[config.mk]
export PLATFORM = sky130hd
export DESIGN_NAME = shrot_unit
export DESIGN_NICKNAME = d
export VERILOG_FILES = /design/src/rtl/shrot_pkg.sv /design/src/rtl/shrot_left.sv /design/src/rtl/shrot_right.sv /design/src/rtl/shrot_unit.sv
export SDC_FILE = /design/constraint.sdc
export NUM_CORES = 1
export LEC_CHECK = 0
export CAP_MARGIN = 30
export CORE_AREA = 2 2 39 41
export DETAILED_ROUTE_END_ITERATION = 6
export DIE_AREA = 0 0 41 43
export PLACE_DENSITY = 0.58
export SYNTH_ARGS = -nofsm -noshare
export SYNTH_HDL_FRONTEND = slang
export SYNTH_SLANG_ARGS = --single-unit
[constraint.sdc]
create_clock -name vclk -period 1.7
set_clock_uncertainty 0.15 [all_clocks]
set_input_delay 0.255 -clock vclk [all_inputs]
set_output_delay 0.255 -clock vclk [all_outputs]
set_load 0.05 [all_outputs]
[src/rtl/shrot_pkg.sv]
package shrot_pkg;
  localparam int FUNC_W = 3;

  typedef enum logic [FUNC_W-1:0] {
    OP_PASS = 3'b000,
    OP_ROL  = 3'b001,
    OP_ASL  = 3'b010,
    OP_RLC  = 3'b011,
    OP_ROR  = 3'b100,
    OP_LSR  = 3'b101,
    OP_ASR  = 3'b110,
    OP_RRC  = 3'b111
  } shrot_op_e;
endpackage

[src/rtl/shrot_left.sv]
module shrot_left #(
  parameter int W = 8
) (
  input  logic [W-1:0] a_i,
  input  logic         cin_i,
  input  logic [1:0]   fill_i,  // 00 pass, 01 wrap, 10 zero, 11 carry
  output logic [W-1:0] y_o,
  output logic         co_o
);
  logic fill_bit;

  always_comb begin
    unique case (fill_i)
      2'b01:   fill_bit = a_i[W-1];
      2'b10:   fill_bit = 1'b0;
      2'b11:   fill_bit = cin_i;
      default: fill_bit = a_i[0];
    endcase
  end

  assign y_o[0] = (fill_i == 2'b00) ? a_i[0] : fill_bit;

  genvar i;
  generate
    for (i = 1; i < W; i++) begin : g_bit
      assign y_o[i] = (fill_i == 2'b00) ? a_i[i] : a_i[i-1];
    end
  endgenerate

  assign co_o = fill_i[1] & a_i[W-1];
endmodule

[src/rtl/shrot_right.sv]
module shrot_right #(
  parameter int W = 8
) (
  input  logic [W-1:0] a_i,
  input  logic         cin_i,
  input  logic [1:0]   fill_i,  // 00 wrap, 01 zero, 10 sign, 11 carry
  output logic [W-1:0] y_o,
  output logic         co_o
);
  logic fill_bit;

  always_comb begin
    unique case (fill_i)
      2'b00:   fill_bit = a_i[0];
      2'b01:   fill_bit = 1'b0;
      2'b10:   fill_bit = a_i[W-1];
      default: fill_bit = cin_i;
    endcase
  end

  assign y_o[W-1] = fill_bit;

  genvar i;
  generate
    for (i = 0; i < W-1; i++) begin : g_bit
      assign y_o[i] = a_i[i+1];
    end
  endgenerate

  assign co_o = (fill_i != 2'b00) & a_i[0];
endmodule

[src/rtl/shrot_unit.sv]
module shrot_unit
  import shrot_pkg::*;
#(
  parameter int W = 8
) (
  input  logic [W-1:0]      opnd_i,
  input  logic              cin_i,
  input  logic [FUNC_W-1:0] func_i,
  output logic [W-1:0]      res_o,
  output logic              cout_o
);
  localparam int DIR_BIT = FUNC_W - 1;

  logic [W-1:0] left_y, right_y;
  logic         left_co, right_co;

  shrot_left #(.W(W)) u_left (
    .a_i(opnd_i), .cin_i(cin_i), .fill_i(func_i[1:0]),
    .y_o(left_y), .co_o(left_co)
  );

  shrot_right #(.W(W)) u_right (
    .a_i(opnd_i), .cin_i(cin_i), .fill_i(func_i[1:0]),
    .y_o(right_y), .co_o(right_co)
  );

  assign res_o  = func_i[DIR_BIT] ? right_y  : left_y;
  assign cout_o = func_i[DIR_BIT] ? right_co : left_co;
endmodule

==> results of run 1 <==
## path summary, 6_finish.rpt
| check | depth (start not counted) | to |
|---|---|---|
| hold / removal | 4 | res_o[6] |
| setup / recovery | 7 | res_o[5] |
## what timing repair did
action	CTS	global route
pin swaps	3	3
resized for setup	18	4
setup buffers	0	1
endpoints found under the setup margin	9	3
## power by group
part | total [mW] | switching [mW] | internal [mW]
sequential | 0 | 0 | 0
clock | 0 | 0 | 0
combinational | 0.263 | 0.133 | 0.130
total | 0.263 | 0.133 | 0.130
## synthesized netlist by cell type
| cell | count | area share |
|---|---|---|
| inv_1 | 1 | 0.017 |
| o21a_1 | 1 | 0.034 |
| and3_2 | 1 | 0.034 |
| or2_1 | 1 | 0.028 |
| buf_6 | 1 | 0.050 |
| mux2i_1 | 6 | 0.27 |
| nand2_1 | 7 | 0.12 |
| o21ai_0 | 7 | 0.16 |
| nor2b_1 | 1 | 0.028 |
| a21oi_1 | 3 | 0.067 |
| a31oi_1 | 1 | 0.028 |
| a211oi_2 | 1 | 0.056 |
| nor3b_1 | 1 | 0.034 |
| nor2_1 | 1 | 0.017 |
| buf_2 | 2 | 0.045 |
| nand3_1 | 1 | 0.022 |
## tightest hold or removal path, stage by stage
cell and delay (ps):
dlygate4sd2_1 260, nand2_1 80, o21ai_2 70, buf_12 130
## metal layers
layer / vias up / GRT usage / share of wire
met1: 147 / 0.1487 / 0.44
met3: 0 / 0.005236 / 0.076
met5: - / 0 / 0
met4: 0 / 0 / 0
li1: 180 / - / -
met2: 12 / 0.1563 / 0.48
## cell type report
class | instances | area, sq um
Fill cell | 137 | 753.2
Timing Repair Buffer | 27 | 351.6
Inverter | 1 | 3.754
Tap cell | 16 | 20.02
Multi-Input combinational cell | 32 | 255.2
## through the flow
| step | cells | TNS, ps |
|---|---|---|
| floorplan | 36 | -422.3 |
| global placement | 75 | -2338 |
| detailed placement | 75 | -2322 |
| CTS | 75 | -5.875 |
| global route | 76 | 0 |
| finish | 76 | 0 |
## cells by family (layout without fill, tap and decap cells)
family | count (synthesis) | after routing | share of synthesized area
buf+inv | 4 | 28 | 0.1117
compound gates | 13 | 13 | 0.3408
simple gates | 13 | 13 | 0.2794
mux | 6 | 6 | 0.2682
==> results.json, run 1 <==
{
  "start_util": 0.1618,
  "fin_crit_ps": 1633,
  "worst_slew_pin_slew_ps": 273.4,
  "regArea_sq_um": 0,
  "syn_area_sq_um": 224.0,
  "dieWidth_um": 41,
  "worst_setup_path_end_kind": "output pin",
  "syn_nets": 48,
  "cts_hold_buf": 0,
  "maxSlewHeadroom": 0.8177,
  "post_synth.cell_area_avg_sq_um": 6.221,
  "grt_pass1_vias": 316,
  "grt_usage": 0.09790,
  "finalPower_uw": 263.0,
  "num_rows": 14,
  "antenna_cells": 0,
  "setup_slack_ps": 66.83,
  "p_per_area_nw_per_um2": 417.0,
  "via_count": 339,
  "finalInstanceArea_sq_um": 630.6,
  "hold_viol_final": 0,
  "fin_util": 0.4557,
  "grt.overflow.total": 0,
  "ys_types": 16,
  "cp-start-kind": "primary input",
  "cp_top_family": "buffers and inverters",
  "seq_cell_count": 0,
  "crit_type": "primary input to output pin",
  "path_cells": "clkdlybuf4s15_1 > buf_6 > nor2_4 > buf_6 > mux2i_2 > o21ai_2 > buf_12",
  "drive_above_1_share": 0.5167,
  "status": "finished clean",
  "cp-startpoint": "func_i[1]",
  "leakage_nw": 0.2867,
  "crit_path_top_delay_cell": "mux2i_2",
  "first_pass_iters": 2,
  "post_dp_cell_area_sq_um": 575.6,
  "io_pins": 21,
  "slowest_delay_ps": 200,
  "seq_area_frac_synth": 0,
  "place_congestion": 0.6645,
  "place.detailed.hpwl_um": 564,
  "layout_common_cells": "buf_12 (9), nand2_1 (7), clkdlybuf4s50_1 (7)",
  "syn_inst": 36,
  "cp_max_fo": 5,
  "die_area_sq_um": 1763,
  "die_y_um": 43,
  "yosys_warnings": 0,
  "final_max_slew_viol_count": 0,
  "grt_first_pass_wirelength_um": 1304,
  "clock_buffers": 0,
  "crit_top_cell": "buf_6",
  "dpl_worst_slack_ps": -301.5,
  "worst_hold_startpoint": "opnd_i[7]",
  "routed_wl_um": 761,
  "area_growth_pct": 181.6,
  "setup-violations-final": 0,
  "drt_iter0_markers": 4,
  "critPathBufInv": 4,
  "avgRoutedWirePerCell_um": 10.01,
  "antenna_left": 0,
  "finalCritPeriodShare": 0.9607,
  "finalNetCount": 74,
  "peakVddDrop_mv": 0.1696,
  "coreArea_sq_um": 1384,
  "numPortBuffers": 21,
  "rsz0062_at_grt": "no",
  "cp_data_arrival_time_ps": 1230,
  "maxCapViolations": 0,
  "viasPerCell": 4.461,
  "antenna_found_initial": 0,
  "fmax_mhz": 612.3,
  "final_common_cell": "buf_12",
  "grt_max_degree": 9,
  "hold_ws_ps": 915.2,
  "hold_path_class": "primary input to output pin",
  "required_ps": 1290,
  "drc": 0
}
Note: power is estimated with default switching activity, not from simulation.
==> run 2: changes to the inputs <==
--- a/config.mk
+++ b/config.mk
@@ -9,7 +9,8 @@
 export CORE_AREA = 2 2 39 41
 export DETAILED_ROUTE_END_ITERATION = 6
 export DIE_AREA = 0 0 41 43
-export PLACE_DENSITY = 0.58
+export PLACE_DENSITY = 0.68
 export SYNTH_ARGS = -nofsm -noshare
 export SYNTH_HDL_FRONTEND = slang
+export SYNTH_HIERARCHICAL = 1
 export SYNTH_SLANG_ARGS = --single-unit
==> results.json, run 2 <==
{
  "fin_cells": 70,
  "syn_nets": 46,
  "dieWidth_um": 41,
  "endpoint": "res_o[3]",
  "peakVddDrop_mv": 0.1254,
  "final_max_slew_viol_count": 0,
  "violations": "setup timing",
  "yosys_warnings": 6,
  "cp_data_arrival_time_ps": 1330,
  "seq_area_frac_synth": 0,
  "fin_crit_ps": 1736,
  "grt_max_degree": 8,
  "num_rows": 14,
  "antenna_found_initial": 0,
  "maxCapViolations": 0,
  "dp_cells": 69,
  "status": "finished with violations",
  "rsz0062_at_grt": "yes",
  "worst_setup_path_end_kind": "output pin",
  "drt_iter0_markers": 3,
  "maxSlewHeadroom": 0.9007,
  "dpl_worst_slack_ps": -516.7,
  "first_pass_iters": 2,
  "die_y_um": 43,
  "routed_wl_um": 776,
  "seq_cell_count": 0,
  "grt_pass1_vias": 294,
  "die_area_sq_um": 1763,
  "numPortBuffers": 21,
  "drive_above_1_share": 0.7222,
  "via_count": 314,
  "antenna_left": 0,
  "p_per_area_nw_per_um2": 403.4,
  "drc": 0,
  "io_pins": 21,
  "finalCritPeriodShare": 1.021,
  "area_growth_pct": 79.79,
  "synth_area_leaders": "mux2_4 (38%), mux2_2 (22%), buf_4 (17%)",
  "slowest_delay_ps": 290,
  "hold_viol_final": 0,
  "hold_ws_ps": 857.0,
  "path_cells": "buf_8 > nor2_4 > buf_12 > mux2_4 > mux2_4 > buf_8",
  "cp_top_family": "multiplexers",
  "place_congestion": 0.6602,
  "crit_path_top_delay_cell": "mux2_4",
  "ys_types": 13,
  "coreArea_sq_um": 1384,
  "path_depth": 6,
  "hold_path_class": "primary input to output pin",
  "avgRoutedWirePerCell_um": 11.09,
  "crit_type": "primary input to output pin",
  "cp-startpoint": "func_i[1]",
  "fmax_mhz": 576.1,
  "layout_common_cells": "mux2_4 (17), dlygate4sd2_1 (8), buf_6 (8)",
  "cts_hold_buf": 0,
  "syn_inst": 34,
  "worst_slew_pin_slew_ps": 147.4,
  "fin_setup_tns_ps": -190.3,
  "setup-violations-final": 7,
  "cp-start-kind": "primary input",
  "finalNetCount": 68,
  "viasPerCell": 4.486,
  "synth_common_cells": "mux2_4 (9), buf_4 (8), mux2_2 (7)",
  "multi_input_comb_area_sq_um": 311.5,
  "antenna_cells": 0,
  "grt_usage": 0.09191,
  "leakage_nw": 0.3252,
  "grt_first_pass_wirelength_um": 1221,
  "setup_slack_ps": -35.68,
  "cp_max_fo": 7,
  "final_common_cell": "mux2_4",
  "yosysTopAreaCell": "mux2_4",
  "required_ps": 1290,
  "critPathBufInv": 3,
  "synth_top_area_share": 0.3830,
  "place.detailed.hpwl_um": 635.3,
  "finalPower_uw": 255.9,
  "post_synth.cell_area_avg_sq_um": 10.38,
  "start_util": 0.2550,
  "regArea_sq_um": 0,
  "grt.overflow.total": 0,
  "clock_buffers": 0,
  "nFillCells": 131,
  "syn_area_sq_um": 352.8,
  "synth_most_common_cell": "mux2_4"
}
[run 2: cell count changes after synthesis, sizes merged, moves of 3 or more]
| cell | previous run | this run |
|---|---|---|
| mux2 | 0 | 17 |
| a21oi | 3 | 0 |
| o21ai | 7 | 1 |
| buf | 3 | 9 |
| mux2i | 6 | 1 |
| nand2 | 7 | 0 |
[run 2: cell type report]
cell class / count / area share
repair buffers: 29 / 0.4773
multi-input cells: 25 / 0.4911
well taps: 16 / 0.03156
[run 2: how the worst min path moves through the flow]
stage	depth (start not counted)	slack, ps	startpoint	endpoint
global placement	3	1190	opnd_i[4]	res_o[3]
finish	4	860	opnd_i[7]	res_o[6]
CTS	3	900	opnd_i[4]	res_o[3]
floorplan	2	660	opnd_i[1]	res_o[0]
global route	4	880	opnd_i[7]	res_o[6]
detailed placement	3	1190	opnd_i[6]	res_o[5]
[run 2: metrics by stage]
stage | utilization | instance area (sq um)
after floorplan | - | 352.8
after global placement | 0.3915 | 541.8
after detailed placement | 0.3915 | 541.8
after CTS | 0.4602 | 636.9
after global routing | 0.4584 | 634.4
final | 0.4584 | 634.4
[run 2: cells by family (layout without fill, tap and decap cells)]
group,after synthesis,after routing,synth area share
multiplexers,18,18,0.6667
buffers and inverters,9,29,0.2021
AND/OR/NAND/NOR,5,5,0.09220
AO/OA/AOI/OAI,2,2,0.03900
[run 2: routing by layer]
layer / track usage / vias up / share of wire
met4: 0 / 0 / 0
met1: 0.1266 / 151 / 0.36
met5: 0 / - / 0
met3: 0 / 0 / 0.034
li1: - / 156 / -
met2: 0.1625 / 7 / 0.61
[run 2: where the power goes]
group	switching (mW)	internal [mW]	total [mW]
combinational	0.123	0.133	0.256
clock	0	0	0
sequential	0	0	0
[run 2: repair_timing]
action / 4_1_cts / 5_1_grt
pin swaps: 2 / 2
hold endpoints to repair: 0 / 0
resized for setup: 46 / 4
setup buffers: 1 / 0
endpoints found under the setup margin: 9 / 8
==> run 3: changes to the inputs <==
--- a/config.mk
+++ b/config.mk
@@ -5,11 +5,11 @@
 export SDC_FILE = /design/constraint.sdc
 export NUM_CORES = 1
 export LEC_CHECK = 0
+export ABC_AREA = 1
 export CAP_MARGIN = 30
-export CORE_AREA = 2 2 39 41
+export CORE_UTILIZATION = 25
 export DETAILED_ROUTE_END_ITERATION = 6
-export DIE_AREA = 0 0 41 43
-export PLACE_DENSITY = 0.68
+export PLACE_DENSITY = 0.67
 export SYNTH_ARGS = -nofsm -noshare
 export SYNTH_HDL_FRONTEND = slang
 export SYNTH_HIERARCHICAL = 1
==> constraint.sdc (replaced) <==
create_clock -name vclk -period 1.4
set_clock_uncertainty 0.15 [all_clocks]
set_input_delay 0.21 -clock vclk [all_inputs]
set_output_delay 0.21 -clock vclk [all_outputs]
set_load 0.05 [all_outputs]
==> results.json, run 3 <==
{
  "status": "finished with violations",
  "violations": "setup timing",
  "p_clk_frac": 0,
  "hold_viol_final": 0,
  "syn_area_sq_um": 364.1,
  "place_congestion": 0.7685,
  "p_per_area_nw_per_um2": 479.4,
  "worst_hold_startpoint": "opnd_i[4]",
  "antenna_found_initial": 0,
  "layout_common_cells": "nand2_1 (36), buf_12 (10), dlygate4sd2_1 (9)",
  "p_sw_frac": 0.5163,
  "final_max_slew_viol_count": 0,
  "worst_setup_path_end_kind": "output pin",
  "dp_cells": 106,
  "grt_first_pass_wirelength_um": 1573,
  "cp_data_arrival_time_ps": 1040,
  "pwr-share-comb": 1.000,
  "synthSimpleGateAreaFrac": 0.5945,
  "grt.overflow.total": 0,
  "via_count": 515,
  "area_growth_pct": 98.63,
  "syn_nets": 88,
  "finalInstanceArea_sq_um": 723.2,
  "first_pass_iters": 4,
  "fin_setup_tns_ps": -4.328,
  "fin_cells": 110,
  "grt_max_degree": 10,
  "synth_compound_area_frac": 0.09622,
  "drc": 0,
  "post_synth.cell_area_avg_sq_um": 4.791,
  "clock_buffers": 0,
  "start_util": 0.2730,
  "seq_area_frac_synth": 0,
  "hold_path_class": "primary input to output pin",
  "grt_pass1_vias": 401,
  "grt_usage": 0.1347,
  "routed_wl_um": 1091,
  "finalCritPeriodShare": 1.003,
  "fin_crit_ps": 1404,
  "yosys_warnings": 6,
  "cts_hold_buf": 0,
  "dieWidth_um": 40.16,
  "rsz0062_at_grt": "yes",
  "maxCapViolations": 0,
  "synth_top_area_share": 0.4536,
  "cp_max_fo": 7,
  "setup-violations-final": 1,
  "synth_most_common_cell": "nand2_1",
  "p_seq_frac": 0,
  "drive_above_1_share": 0.3579,
  "avgRoutedWirePerCell_um": 9.918,
  "peakVddDrop_mv": 0.2250,
  "crit_type": "primary input to output pin",
  "die_area_sq_um": 1613,
  "seq_cell_count": 0,
  "p_int_uw": 167.7,
  "numPortBuffers": 21,
  "post_dp_cell_area_sq_um": 651.9,
  "antenna_cells": 0,
  "synth_area_leaders": "nand2_1 (45%), buf_4 (16%), o21ai_1 (9.6%)",
  "die_y_um": 40.16,
  "cp-startpoint": "func_i[1]",
  "worst_slew_pin_slew_ps": 183.6,
  "cp-start-kind": "primary input",
  "final_common_cell": "nand2_1",
  "coreArea_sq_um": 1334,
  "fin_util": 0.5422,
  "synth_fa_ha_area_frac": 0,
  "synth_common_cells": "nand2_1 (44), buf_4 (8), o21ai_1 (7), nand3_1 (6)",
  "fmax_mhz": 712.1,
  "synth_top_family_by_area": "simple AND/OR/NAND/NOR gates",
  "ys_types": 10,
  "antenna_left": 0,
  "viasPerCell": 4.682,
  "leakage_nw": 0.3890,
  "yosysTopAreaCell": "nand2_1",
  "power_switching_uw": 179.0,
  "maxSlewHeadroom": 0.8776,
  "setup_slack_ps": -4.328,
  "finalNetCount": 109,
  "regArea_sq_um": 0,
  "syn_inst": 76,
  "place.detailed.hpwl_um": 754,
  "hold_ws_ps": 793.0,
  "synth-xor-area-share": 0,
  "num_rows": 13,
  "synthMuxAreaShare": 0,
  "required_ps": 1040,
  "drt_iter0_markers": 25,
  "io_pins": 21
}
run 3: changes by cell type after synthesis, moves of 2 or more:
cell / change
nand2_1: +44
mux2_4: -9
buf_6: +2
inv_1: +3
mux2_2: -7
o21ai_1: +7
inv_2: +2
nand3_1: +5
run 3: logic make-up (layout without fill, tap and decap cells):
logic type	after synthesis	after routing
AND/OR/NAND/NOR	53	53
buffers and inverters	16	35
AO/OA/AOI/OAI	7	7
run 3: worst paths after layout:
| check | to | slack (ps) | depth (start not counted) |
|---|---|---|---|
| worst max-delay path | res_o[0] | -4 | 8 |
| worst min-delay path | res_o[3] | 790 | 4 |
run 3: repair_timing:
action	CTS	global route
pin swaps	9	5
gates cloned	1	0
setup buffers	4	0
endpoints found under the setup margin	9	9
gates resized for setup	33	4
run 3: per-layer routing:
layer  part of all wire  global-route usage
met5                  0                   0
met4                  0                   0
met3              0.053                   0
met2               0.55              0.2742
met1               0.39              0.1623
run 3: final cells by class:
class,instances,area [sq um]
Fill cell,132,610.6
Tap cell,15,18.77
Inverter,5,21.27
Multi-Input combinational cell,60,279.0
Timing Repair Buffer,30,404.1
run 3: power groups by stage:
stage               Sequential [mW]  Combinational (mW)  Clock, mW
floorplan                         0               0.172          0
global placement                  0               0.323          0
detailed placement                0               0.326          0
CTS                               0               0.349          0
global route                      0               0.365          0
finish                            0               0.347          0
run 3: worst max-delay path, cell delays in order:
cell       delay [ps]
buf_8             100
bufbuf_16         260
inv_4              40
nand3_1            50
nand3_1            80
nand2_1            60
nand2_2            90
buf_12            130
run 3: through the flow:
step,power (mW),setup WS (ps)
6_report,0.3467,-4.328
5_1_grt,0.3651,-61.41
4_1_cts,0.3492,-9.187
3_5_place_dp,0.3264,-419.4
3_3_place_gp,0.3235,-380.8
2_1_floorplan,0.1721,69.80
